[config.mk]
export PLATFORM = sky130hd
export DESIGN_NAME = fan_pwm_ctrl
export DESIGN_NICKNAME = d
export VERILOG_FILES = /design/src/rtl/fanpwm_pkg.sv /design/src/rtl/fan_regfile.sv /design/src/rtl/fan_pwm_gen.sv /design/src/rtl/fan_settle_timer.sv /design/src/rtl/fan_irq_ctrl.sv /design/src/rtl/fan_pwm_ctrl.sv
export SDC_FILE = /design/constraint.sdc
export NUM_CORES = 1
export LEC_CHECK = 0
export BUFFER_PORTS_ARGS = -buffer_cell sky130_fd_sc_hd__buf_2
export CELL_PAD_IN_SITES_DETAIL_PLACEMENT = 1
export CELL_PAD_IN_SITES_GLOBAL_PLACEMENT = 1
export CORE_MARGIN = 2
export CORE_UTILIZATION = 44
export CTS_CLUSTER_SIZE = 20
export DETAILED_ROUTE_END_ITERATION = 8
export PLACE_DENSITY = 0.94
export RECOVER_POWER = 50
export SETUP_SLACK_MARGIN = 0.5
export SYNTH_ARGS = -nofsm -noshare
export SYNTH_HDL_FRONTEND = slang
export SYNTH_SLANG_ARGS = --single-unit
export TNS_END_PERCENT = 5
[constraint.sdc]
create_clock -name clk_i -period 3.8 [get_ports clk_i]
set_input_delay 0.38 -clock clk_i [delete_from_list [all_inputs] [get_ports clk_i]]
set_output_delay 0.38 -clock clk_i [all_outputs]
set_load 0.02 [all_outputs]
[src/rtl/fanpwm_pkg.sv]
package fanpwm_pkg;
  localparam int NIRQ = 4;
  localparam int AW   = 8;
  localparam int DATW = 32;

  localparam logic [AW-1:0] A_MASK   = 8'h40;
  localparam logic [AW-1:0] A_PEND   = 8'h44;
  localparam logic [AW-1:0] A_SRC    = 8'h48;
  localparam logic [AW-1:0] A_RUN    = 8'h80;
  localparam logic [AW-1:0] A_WIDTH  = 8'h84;
  localparam logic [AW-1:0] A_PERIOD = 8'hC0;

  localparam int EV_PWM  = 0;
  localparam int EV_TACH = 1;
  localparam int EV_TEMP = 2;
  localparam int EV_MEAS = 3;
endpackage

[src/rtl/fan_regfile.sv]
module fan_regfile
  import fanpwm_pkg::*;
#(
  parameter int PERIOD = 256,
  parameter int STEP   = 16,
  parameter int DW     = $clog2(PERIOD + 1)
) (
  input  logic            clk_i,
  input  logic            rst_ni,
  input  logic            req_i,
  input  logic            we_i,
  input  logic [AW-1:0]   addr_i,
  input  logic [DATW-1:0] wdata_i,
  input  logic            temperature_up_i,
  output logic            run_o,
  output logic [DW-1:0]   width_o,
  output logic [NIRQ-1:0] mask_o,
  output logic [NIRQ-1:0] clr_o,
  output logic            change_o,
  output logic            temp_ev_o
);
  logic            run_q;
  logic [DW-1:0]   width_q;
  logic [NIRQ-1:0] mask_q;
  logic            wr, wr_run, wr_width, wr_mask, wr_pend;
  logic [DW:0]     sum;
  logic [DW-1:0]   stepped;

  assign wr       = req_i & we_i;
  assign wr_run   = wr & (addr_i == A_RUN);
  assign wr_width = wr & (addr_i == A_WIDTH);
  assign wr_mask  = wr & (addr_i == A_MASK);
  assign wr_pend  = wr & (addr_i == A_PEND);

  assign temp_ev_o = temperature_up_i & run_q;

  // saturating core step toward full speed
  assign sum     = {1'b0, width_q} + (DW+1)'(STEP);
  assign stepped = (sum > (DW+1)'(PERIOD)) ? DW'(PERIOD) : sum[DW-1:0];

  always_ff @(posedge clk_i or negedge rst_ni) begin
    if (!rst_ni) begin
      run_q   <= 1'b0;
      width_q <= DW'(PERIOD);
      mask_q  <= '1;
    end else begin
      if (wr_run)  run_q  <= wdata_i[0];
      if (wr_mask) mask_q <= wdata_i[NIRQ-1:0];
      if (wr_width)       width_q <= wdata_i[DW-1:0];
      else if (temp_ev_o) width_q <= stepped;
    end
  end

  assign run_o    = run_q;
  assign width_o  = width_q;
  assign mask_o   = mask_q;
  assign clr_o    = wr_pend ? wdata_i[NIRQ-1:0] : '0;
  assign change_o = run_q & (wr_width | temperature_up_i);
endmodule

[src/rtl/fan_pwm_gen.sv]
module fan_pwm_gen #(
  parameter int PERIOD = 256,
  parameter int DW     = $clog2(PERIOD + 1),
  parameter int CW     = $clog2(PERIOD)
) (
  input  logic          clk_i,
  input  logic          rst_ni,
  input  logic          run_i,
  input  logic [DW-1:0] width_i,
  output logic [CW-1:0] cnt_o,
  output logic          pwm_o
);
  logic [CW-1:0] cnt_q;

  always_ff @(posedge clk_i or negedge rst_ni) begin
    if (!rst_ni)                         cnt_q <= '0;
    else if (!run_i)                     cnt_q <= '0;
    else if (cnt_q == CW'(PERIOD - 1))   cnt_q <= '0;
    else                                 cnt_q <= cnt_q + 1'b1;
  end

  assign cnt_o = cnt_q;
  assign pwm_o = run_i & (DW'(cnt_q) < width_i);
endmodule

[src/rtl/fan_settle_timer.sv]
module fan_settle_timer #(
  parameter int SETTLE = 250_000_000,
  parameter int TW     = $clog2(SETTLE + 1)
) (
  input  logic clk_i,
  input  logic rst_ni,
  input  logic run_i,
  input  logic start_i,
  output logic done_o
);
  logic [TW-1:0] tmr_q;

  always_ff @(posedge clk_i or negedge rst_ni) begin
    if (!rst_ni)               tmr_q <= '0;
    else if (!run_i)           tmr_q <= '0;
    else if (start_i)          tmr_q <= TW'(SETTLE);
    else if (tmr_q != '0)      tmr_q <= tmr_q - 1'b1;
  end

  assign done_o = run_i & (tmr_q == TW'(1));
endmodule

[src/rtl/fan_irq_ctrl.sv]
module fan_irq_ctrl
  import fanpwm_pkg::*;
(
  input  logic            clk_i,
  input  logic            rst_ni,
  input  logic [NIRQ-1:0] ev_i,
  input  logic [NIRQ-1:0] clr_i,
  input  logic [NIRQ-1:0] mask_i,
  output logic [NIRQ-1:0] pend_o,
  output logic            irq_o
);
  logic [NIRQ-1:0] pend_q;

  for (genvar i = 0; i < NIRQ; i++) begin : g_bit
    // event wins over a same-cycle clear
    always_ff @(posedge clk_i or negedge rst_ni) begin
      if (!rst_ni) pend_q[i] <= 1'b0;
      else         pend_q[i] <= (pend_q[i] & ~clr_i[i]) | ev_i[i];
    end
  end

  assign pend_o = pend_q;
  assign irq_o  = |(pend_q & ~mask_i);
endmodule

[src/rtl/fan_pwm_ctrl.sv]
module fan_pwm_ctrl
  import fanpwm_pkg::*;
#(
  parameter int PERIOD = 256,
  parameter int SETTLE = 250_000_000,
  parameter int STEP   = 16
) (
  input  logic        clk_i,
  input  logic        rst_ni,
  input  logic        req_i,
  input  logic        we_i,
  input  logic [7:0]  addr_i,
  input  logic [31:0] wdata_i,
  output logic [31:0] rdata_o,
  input  logic        temperature_up_i,
  input  logic        tach_err_i,
  input  logic        meas_done_i,
  output logic        pwm_o,
  output logic        irq_o
);
  localparam int DW = $clog2(PERIOD + 1);
  localparam int CW = $clog2(PERIOD);

  logic            run;
  logic [DW-1:0]   width;
  logic [NIRQ-1:0] mask, clr, pend, ev;
  logic [CW-1:0]   cnt;
  logic            change, temp_ev, settled;

  fan_regfile #(.PERIOD(PERIOD), .STEP(STEP), .DW(DW)) u_regs (
    .clk_i, .rst_ni, .req_i, .we_i, .addr_i, .wdata_i, .temperature_up_i,
    .run_o(run), .width_o(width), .mask_o(mask), .clr_o(clr),
    .change_o(change), .temp_ev_o(temp_ev)
  );

  fan_pwm_gen #(.PERIOD(PERIOD), .DW(DW), .CW(CW)) u_pwm (
    .clk_i, .rst_ni, .run_i(run), .width_i(width), .cnt_o(cnt), .pwm_o
  );

  fan_settle_timer #(.SETTLE(SETTLE)) u_settle (
    .clk_i, .rst_ni, .run_i(run), .start_i(change), .done_o(settled)
  );

  always_comb begin
    ev          = '0;
    ev[EV_PWM]  = settled;
    ev[EV_TACH] = tach_err_i & run;
    ev[EV_TEMP] = temp_ev;
    ev[EV_MEAS] = meas_done_i & run;
  end

  fan_irq_ctrl u_irq (
    .clk_i, .rst_ni, .ev_i(ev), .clr_i(clr), .mask_i(mask),
    .pend_o(pend), .irq_o
  );

  always_comb begin
    case (addr_i)
      A_MASK:   rdata_o = 32'(mask);
      A_PEND:   rdata_o = 32'(pend);
      A_SRC:    rdata_o = 32'(ev);
      A_RUN:    rdata_o = 32'(run);
      A_WIDTH:  rdata_o = 32'(width);
      A_PERIOD: rdata_o = 32'(PERIOD);
      default:  rdata_o = '0;
    endcase
  end
endmodule

==> results_dict.tcl, run 1 <==
set metrics [dict create \
    status "finished with violations" \
    violations "capacitance limit, slew limit" \
    use_met3 0.0362 \
    yosys_warnings 0 \
    clk_pin_slew_ns 0.09 \
    ys_seq_elements 54 \
    rr_worst_depth 7 \
    rows 32 \
    p_switching_w 0.000412 \
    dp_hpwl_um 6430 \
    cts_tree "done" \
    timing.rr.start "u_settle.tmr_q[0]" \
    p_leak_nw 1.82 \
    wire_per_inst_um 17.7 \
    hold_viol 0 \
    gr-usage-all-layers 0.219 \
    yosys.area_share.simple 0.225 \
    worst_pin_slew_ns 1.72 \
    regArea_sq_mm 0.00136 \
    slowest_delay_ns 0.65 \
    fmax_mhz 324 \
    cp_cell_sequence "or4_1 > or4_4 > nor2_1 > nand4_1 > o21ai_0 > buf_2" \
    synth_area_leader_cell "dfrtp_1" \
    clockBufferDepth 2 \
    antenna_found_initial 0 \
    multi_input_area_sq_mm 0.00183 \
    core_area_sq_mm 0.00761 \
    fp.dieW_um 92.1 \
    final_layout_size_suffix_gt1_frac 0.159 \
    crit_cells 6 \
    drt_iter0_drc 95 \
    netlist_area_sq_mm 0.00342 \
    grt_pass1_vias 2954 \
    synth_edf_count 0 \
    async_flop_share 1.00 \
    timing.rr.end "u_settle.tmr_q[24]" \
    worst_ep_arrival_time_ns 2.70 \
    ys_seq_area_frac 0.397 \
    powerDensity_mw_per_mm2 349 \
    crit_type "reg -> out" \
    fillers 920 \
    setup_viol 0 \
    switching_share 0.322 \
    grt_busiest_layer "met2" \
    grt_overflow_total 0 \
    muxShareOfSynthArea 0.0377 \
    end_kind "primary output" \
    antenna_left 0 \
    path_max_fanout 7 \
    synth_xor_area_frac 0.0487 \
    timing.final.max_slew_violations 33 \
    clock_latency_ns 0.31 \
    cts_sinks 54 \
    post_dp_cell_area_sq_mm 0.00358 \
    synth_top_family_by_area "simple AND/OR/NAND/NOR gates" \
    crit_required_ns 3.42 \
    cts_hold_buf 0 \
    worst-path-buf-inv 1 \
    postLayoutCoreUtil 0.482 \
    critical_path.endpoint "rdata_o[0]" \
    synth-compound-area-share 0.149 \
    postSynthAreaPerCell_sq_um 9.12 \
    critPathTopFamily "simple AND/OR/NAND/NOR gates" \
    yosys-top-cells-area "dfrtp_1, buf_4, ha_1" \
    slowest_stage "or4_1" \
    portBuffers 34 \
    cts-buffers-inserted 5 \
    yosys.area_share.adder 0.0476 \
    seqPwrFrac 0.495 \
    relSlewSlack -0.147 \
    post-route-period-util 0.811 \
    start_util 0.449 \
    ir_worst_vdd_v 0.000217 \
    hp-class "in -> reg" \
    synthFlopType "dfrtp_1" \
    vias_per_cell 5.70 \
    h-tree-depth 2 \
    cts_resized 0 \
    wl_um 8930 \
    ys_types 57 \
    place.gp.congestion 0.812 \
    drc 0 \
    final_nets 462 \
    hold_slack_ns 0.281 \
    finClkSkew_ns 0.00796 \
    use_met1 0.258 \
    die_y_um 92.1 \
    grt_pass1_wl_um 14700 \
    rsz0062_at_grt "false" \
    synthCells 375 \
    die_area_sq_mm 0.00849 \
    via_count 2880 \
    power.total_w 0.00128 \
    grt_max_degree 33 \
    drtPass1Iterations 4 \
    max_cap_violations 1 \
    p_int_w 0.000867 \
    p_comb_frac 0.240 \
    cts-root-buf "clkbuf_8" \
    met2_usage 0.406 \
    crit_start "u_settle.tmr_q[7]" \
    area_growth_pct 7.21 \
    synth.top_cell.area_share 0.359 \
    reg2reg_setup_slack_ns 0.93 \
    clkPwrFrac 0.265 \
    io_pins 81 \
    cts_setup_buffers 0 \
    fin_crit_ns 3.08 \
    final_cell_area_sq_mm 0.00366 \
    worstSetupStartpointType "flip-flop" \
    antenna_cells 0 \
    tns_ns 0 \
]
[power groups by stage]
stage | clock network [W] | logic, W | registers [W]
after floorplan | 0 | 0.000250 | 0.000629
after global placement | 0 | 0.000282 | 0.000639
after detailed placement | 0 | 0.000303 | 0.000643
after CTS | 0.000346 | 0.000309 | 0.000632
after global routing | 0.000363 | 0.000343 | 0.000637
final | 0.000339 | 0.000307 | 0.000633
[layout by cell type (no fill, tap or decap), drive strengths merged, types with 5 or more instances in the layout]
cell,n
a21oi,30
and2,9
and3,12
buf,36
clkbuf,9
conb,23
dfrtp,49
dfstp,5
ha,13
inv,18
mux2,7
mux2i,5
nand2,28
nand2b,6
nand3,6
nor2,25
nor3,11
o21ai,16
o31ai,5
or3,10
or4,11
xnor2,10
xor2,9
[cell type report]
| class | instances | area share |
|---|---|---|
| Clock buffer | 7 | 0.0236 |
| Clock inverter | 1 | 0.00137 |
| Inverter | 18 | 0.0184 |
| Multi-Input combinational cell | 285 | 0.498 |
| Sequential cell | 54 | 0.370 |
| Tap cell | 102 | 0.0348 |
| Timing Repair Buffer | 38 | 0.0533 |
[cells by family after synthesis]
logic type,Yosys count
xor+xnor,19
fa+ha+maj,13
compound gates,80
simple gates,138
mux,12
buf+inv,58
flops,54
other cells,1
[cell usage after synthesis, types with 8 or more instances]
cell and number:
nor2_1 25, a21oi_1 30, or4_1 9, clkbuf_1 12, nand2_1 28, xnor2_1 10
buf_4 26, nor3_1 10, and2_1 8, xor2_1 9, o21ai_0 15, and3_1 12
ha_1 13, inv_1 18, dfrtp_1 49
[metrics by stage]
stage | setup WS [ns] | std cells
after floorplan | 1.19 | 397
after global placement | 1.05 | 497
after detailed placement | 0.958 | 497
after CTS | 0.731 | 505
after global routing | 0.590 | 505
final | 0.718 | 505
[per-layer routing]
layer,routed length (um),part of all wire
met3,378,0.042
met5,0,0
met4,155,0.017
met2,4740,0.53
met1,3660,0.41
[sequential cells by signal, indices dropped and copies added (netlist names)]
register / flops
u_pwm.cnt_o: 8
u_settle.tmr_q: 28
u_regs.run_o: 1
u_regs.width_o: 9
u_irq.pend_o: 4
u_regs.mask_o: 4
[worst min path at each step]
stage	startpoint	end	cells after the start
after CTS	rst_ni	u_pwm.cnt_o[7]	1
after floorplan	rst_ni	u_irq.pend_o[0]	0
after detailed placement	rst_ni	u_pwm.cnt_o[7]	1
final	wdata_i[5]	u_regs.width_o[5]	2
after global placement	rst_ni	u_pwm.cnt_o[6]	1
after global routing	wdata_i[5]	u_regs.width_o[5]	2
Note: power is estimated with default switching activity, not from simulation.
==> run 2: changes to the inputs <==
--- a/config.mk
+++ b/config.mk
@@ -9,10 +9,10 @@
 export CELL_PAD_IN_SITES_DETAIL_PLACEMENT = 1
 export CELL_PAD_IN_SITES_GLOBAL_PLACEMENT = 1
 export CORE_MARGIN = 2
-export CORE_UTILIZATION = 44
+export CORE_UTILIZATION = 41
 export CTS_CLUSTER_SIZE = 20
 export DETAILED_ROUTE_END_ITERATION = 8
-export PLACE_DENSITY = 0.94
+export PLACE_DENSITY = 0.89
 export RECOVER_POWER = 50
 export SETUP_SLACK_MARGIN = 0.5
 export SYNTH_ARGS = -nofsm -noshare
==> constraint.sdc (replaced) <==
create_clock -name clk_i -period 3 [get_ports clk_i]
set_input_delay 0.3 -clock clk_i [delete_from_list [all_inputs] [get_ports clk_i]]
set_output_delay 0.3 -clock clk_i [all_outputs]
set_load 0.02 [all_outputs]
==> results_dict.tcl, run 2 (synthesis results as in run 1) <==
set metrics [dict create \
    status "finished clean" \
    gr-usage-all-layers 0.210 \
    h-tree-depth 2 \
    grt_max_degree 29 \
    crit_type "reg -> out" \
    rows 33 \
    antenna_left 0 \
    final_common_cell "dfrtp_1" \
    start_util 0.420 \
    fin_crit_ns 2.78 \
    regArea_sq_mm 0.00136 \
    final_layout_size_suffix_gt1_frac 0.226 \
    end_kind "primary output" \
    multi_input_area_sq_mm 0.00187 \
    hp-class "in -> reg" \
    vias_per_cell 5.56 \
    pre_cts_slack_ns 0.383 \
    portBuffers 34 \
    final_cell_mix "dfrtp_1, buf_2, a21oi_1" \
    drt_iter0_drc 110 \
    die_y_um 95.3 \
    via_count 2947 \
    hold_viol 0 \
    largest_register "u_settle.tmr_q" \
    worst-path-buf-inv 1 \
    drc 0 \
    rr_worst_depth 12 \
    p_int_w 0.00118 \
    place.gp.congestion 0.790 \
    cts-buffers-inserted 5 \
    clock_latency_ns 0.31 \
    whs_path_depth 2 \
    seqPwrFrac 0.469 \
    timing.final.max_slew_violations 0 \
    area_growth_pct 14.4 \
    worst_pin_slew_ns 0.905 \
    worstSetupStartpointType "flip-flop" \
    cts_tree "done" \
    tns_ns 0 \
    cp_common_cell "or4_4" \
    post-route-period-util 0.925 \
    relSlewSlack 0.396 \
    die_area_sq_mm 0.00908 \
    p_leak_nw 1.95 \
    hold_start "wdata_i[5]" \
    whs_endpoint "u_regs.width_o[5]" \
    switching_share 0.309 \
    setup_viol 0 \
    timing.rr.start "u_settle.tmr_q[7]" \
    fin_ws_ns 0.224 \
    rsz0062_at_grt "true" \
    grt_pass1_vias 3083 \
    dp_hpwl_um 6310 \
    worst_ep_arrival_time_ns 2.48 \
    antenna_found_initial 0 \
    crit_required_ns 2.70 \
    slowest_delay_ns 0.55 \
    antenna_cells 0 \
    max_cap_violations 0 \
    clk_pin_slew_ns 0.11 \
    fmax_mhz 360 \
    cp_cell_sequence "or4_4 > or4_4 > nor2_4 > nand4_1 > o21ai_2 > buf_6" \
    slowest_stage "or4_4" \
    io_pins 81 \
    fillers 960 \
    reg2reg_setup_slack_ns 0.23 \
    clockBufferDepth 2 \
    cts_sinks 54 \
    path_max_fanout 2 \
    ir_worst_vdd_v 0.000240 \
    grt_overflow_total 0 \
    critPathTopFamily "simple AND/OR/NAND/NOR gates" \
    grt_pass1_wl_um 14800 \
    powerDensity_mw_per_mm2 436 \
    wire_per_inst_um 17.5 \
    final_nets 484 \
    largest_register_ffs 28 \
    drtPass1Iterations 4 \
    p_comb_frac 0.243 \
    core_area_sq_mm 0.00813 \
    timing.rr.end "u_irq.pend_o[0]" \
    cts-root-buf "clkbuf_8" \
    fp.dieW_um 95.3 \
    p_switching_w 0.000527 \
    wl_um 9280 \
    clkPwrFrac 0.288 \
    finClkSkew_ns 0.0146 \
]
## run 2: cell count changes in the layout (fill, tap and decap cells not counted), moves of 2 or more
cell	change
buf_4	+18
buf_6	+3
inv_1	-2
inv_2	+2
## run 2: worst max path at each step
| stage | from | to | slack, ns | cells after the start |
|---|---|---|---|---|
| 6_report | u_settle.tmr_q[7] | rdata_o[0] | 0.22 | 6 |
| 2_1_floorplan | u_settle.tmr_q[0] | u_settle.tmr_q[24] | 0.45 | 9 |
| 5_1_grt | u_settle.tmr_q[7] | rdata_o[0] | 0.15 | 6 |
| 4_1_cts | u_settle.tmr_q[8] | rdata_o[0] | 0.29 | 6 |
| 3_3_place_gp | u_settle.tmr_q[0] | u_settle.tmr_q[24] | 0.43 | 7 |
| 3_5_place_dp | u_settle.tmr_q[0] | u_settle.tmr_q[16] | 0.38 | 7 |
## run 2: cell type report
type	count	area share
clock buffer	5	0.0176
tap	105	0.0336
timing repair buffer	60	0.0956
clock inverter	3	0.0102
inverter	18	0.0173
multi-input combinational	285	0.479
sequential	54	0.347
## run 2: stage by stage
| stage | utilization | cells | total power [W] | cell area [sq um] | hold slack (ns) |
|---|---|---|---|---|---|
| 2_1_floorplan | - | 397 | 0.00111 | 3510 | 0.00441 |
| 3_3_place_gp | 0.447 | 506 | 0.00118 | 3640 | 0.239 |
| 3_5_place_dp | 0.447 | 506 | 0.00121 | 3640 | 0.243 |
| 4_1_cts | 0.473 | 526 | 0.00170 | 3850 | 0.199 |
| 5_1_grt | 0.481 | 530 | 0.00179 | 3910 | 0.203 |
| 6_report | 0.481 | 530 | 0.00170 | 3910 | 0.197 |
## run 2: per-layer routing
| metal | routed length [um] | share of wire | track usage | vias up |
|---|---|---|---|---|
| met5 | 0 | 0 | 0 | - |
| met2 | 5120 | 0.55 | 0.401 | 61 |
| li1 | - | - | - | 1397 |
| met4 | 90 | 0.0097 | 0.0580 | 0 |
| met3 | 288 | 0.031 | 0.0285 | 9 |
| met1 | 3770 | 0.41 | 0.241 | 1480 |
## run 2: what timing repair did
item / 4_1_cts / 5_1_grt
pin swaps: 3 / 4
endpoints found under the hold margin: 13 / 0
buffers inserted: 11 / 4
gates resized for setup: 3 / 10
hold buffers: 1 / 0
setup endpoints to repair: 16 / 11
## run 2: power by group through the flow
stage / clock [W] / sequential [W] / combinational [W]
global route: 0.000524 / 0.000805 / 0.000459
global placement: 0 / 0.000809 / 0.000371
detailed placement: 0 / 0.000812 / 0.000395
floorplan: 0 / 0.000796 / 0.000318
finish: 0.000491 / 0.000800 / 0.000414
CTS: 0.000502 / 0.000799 / 0.000401
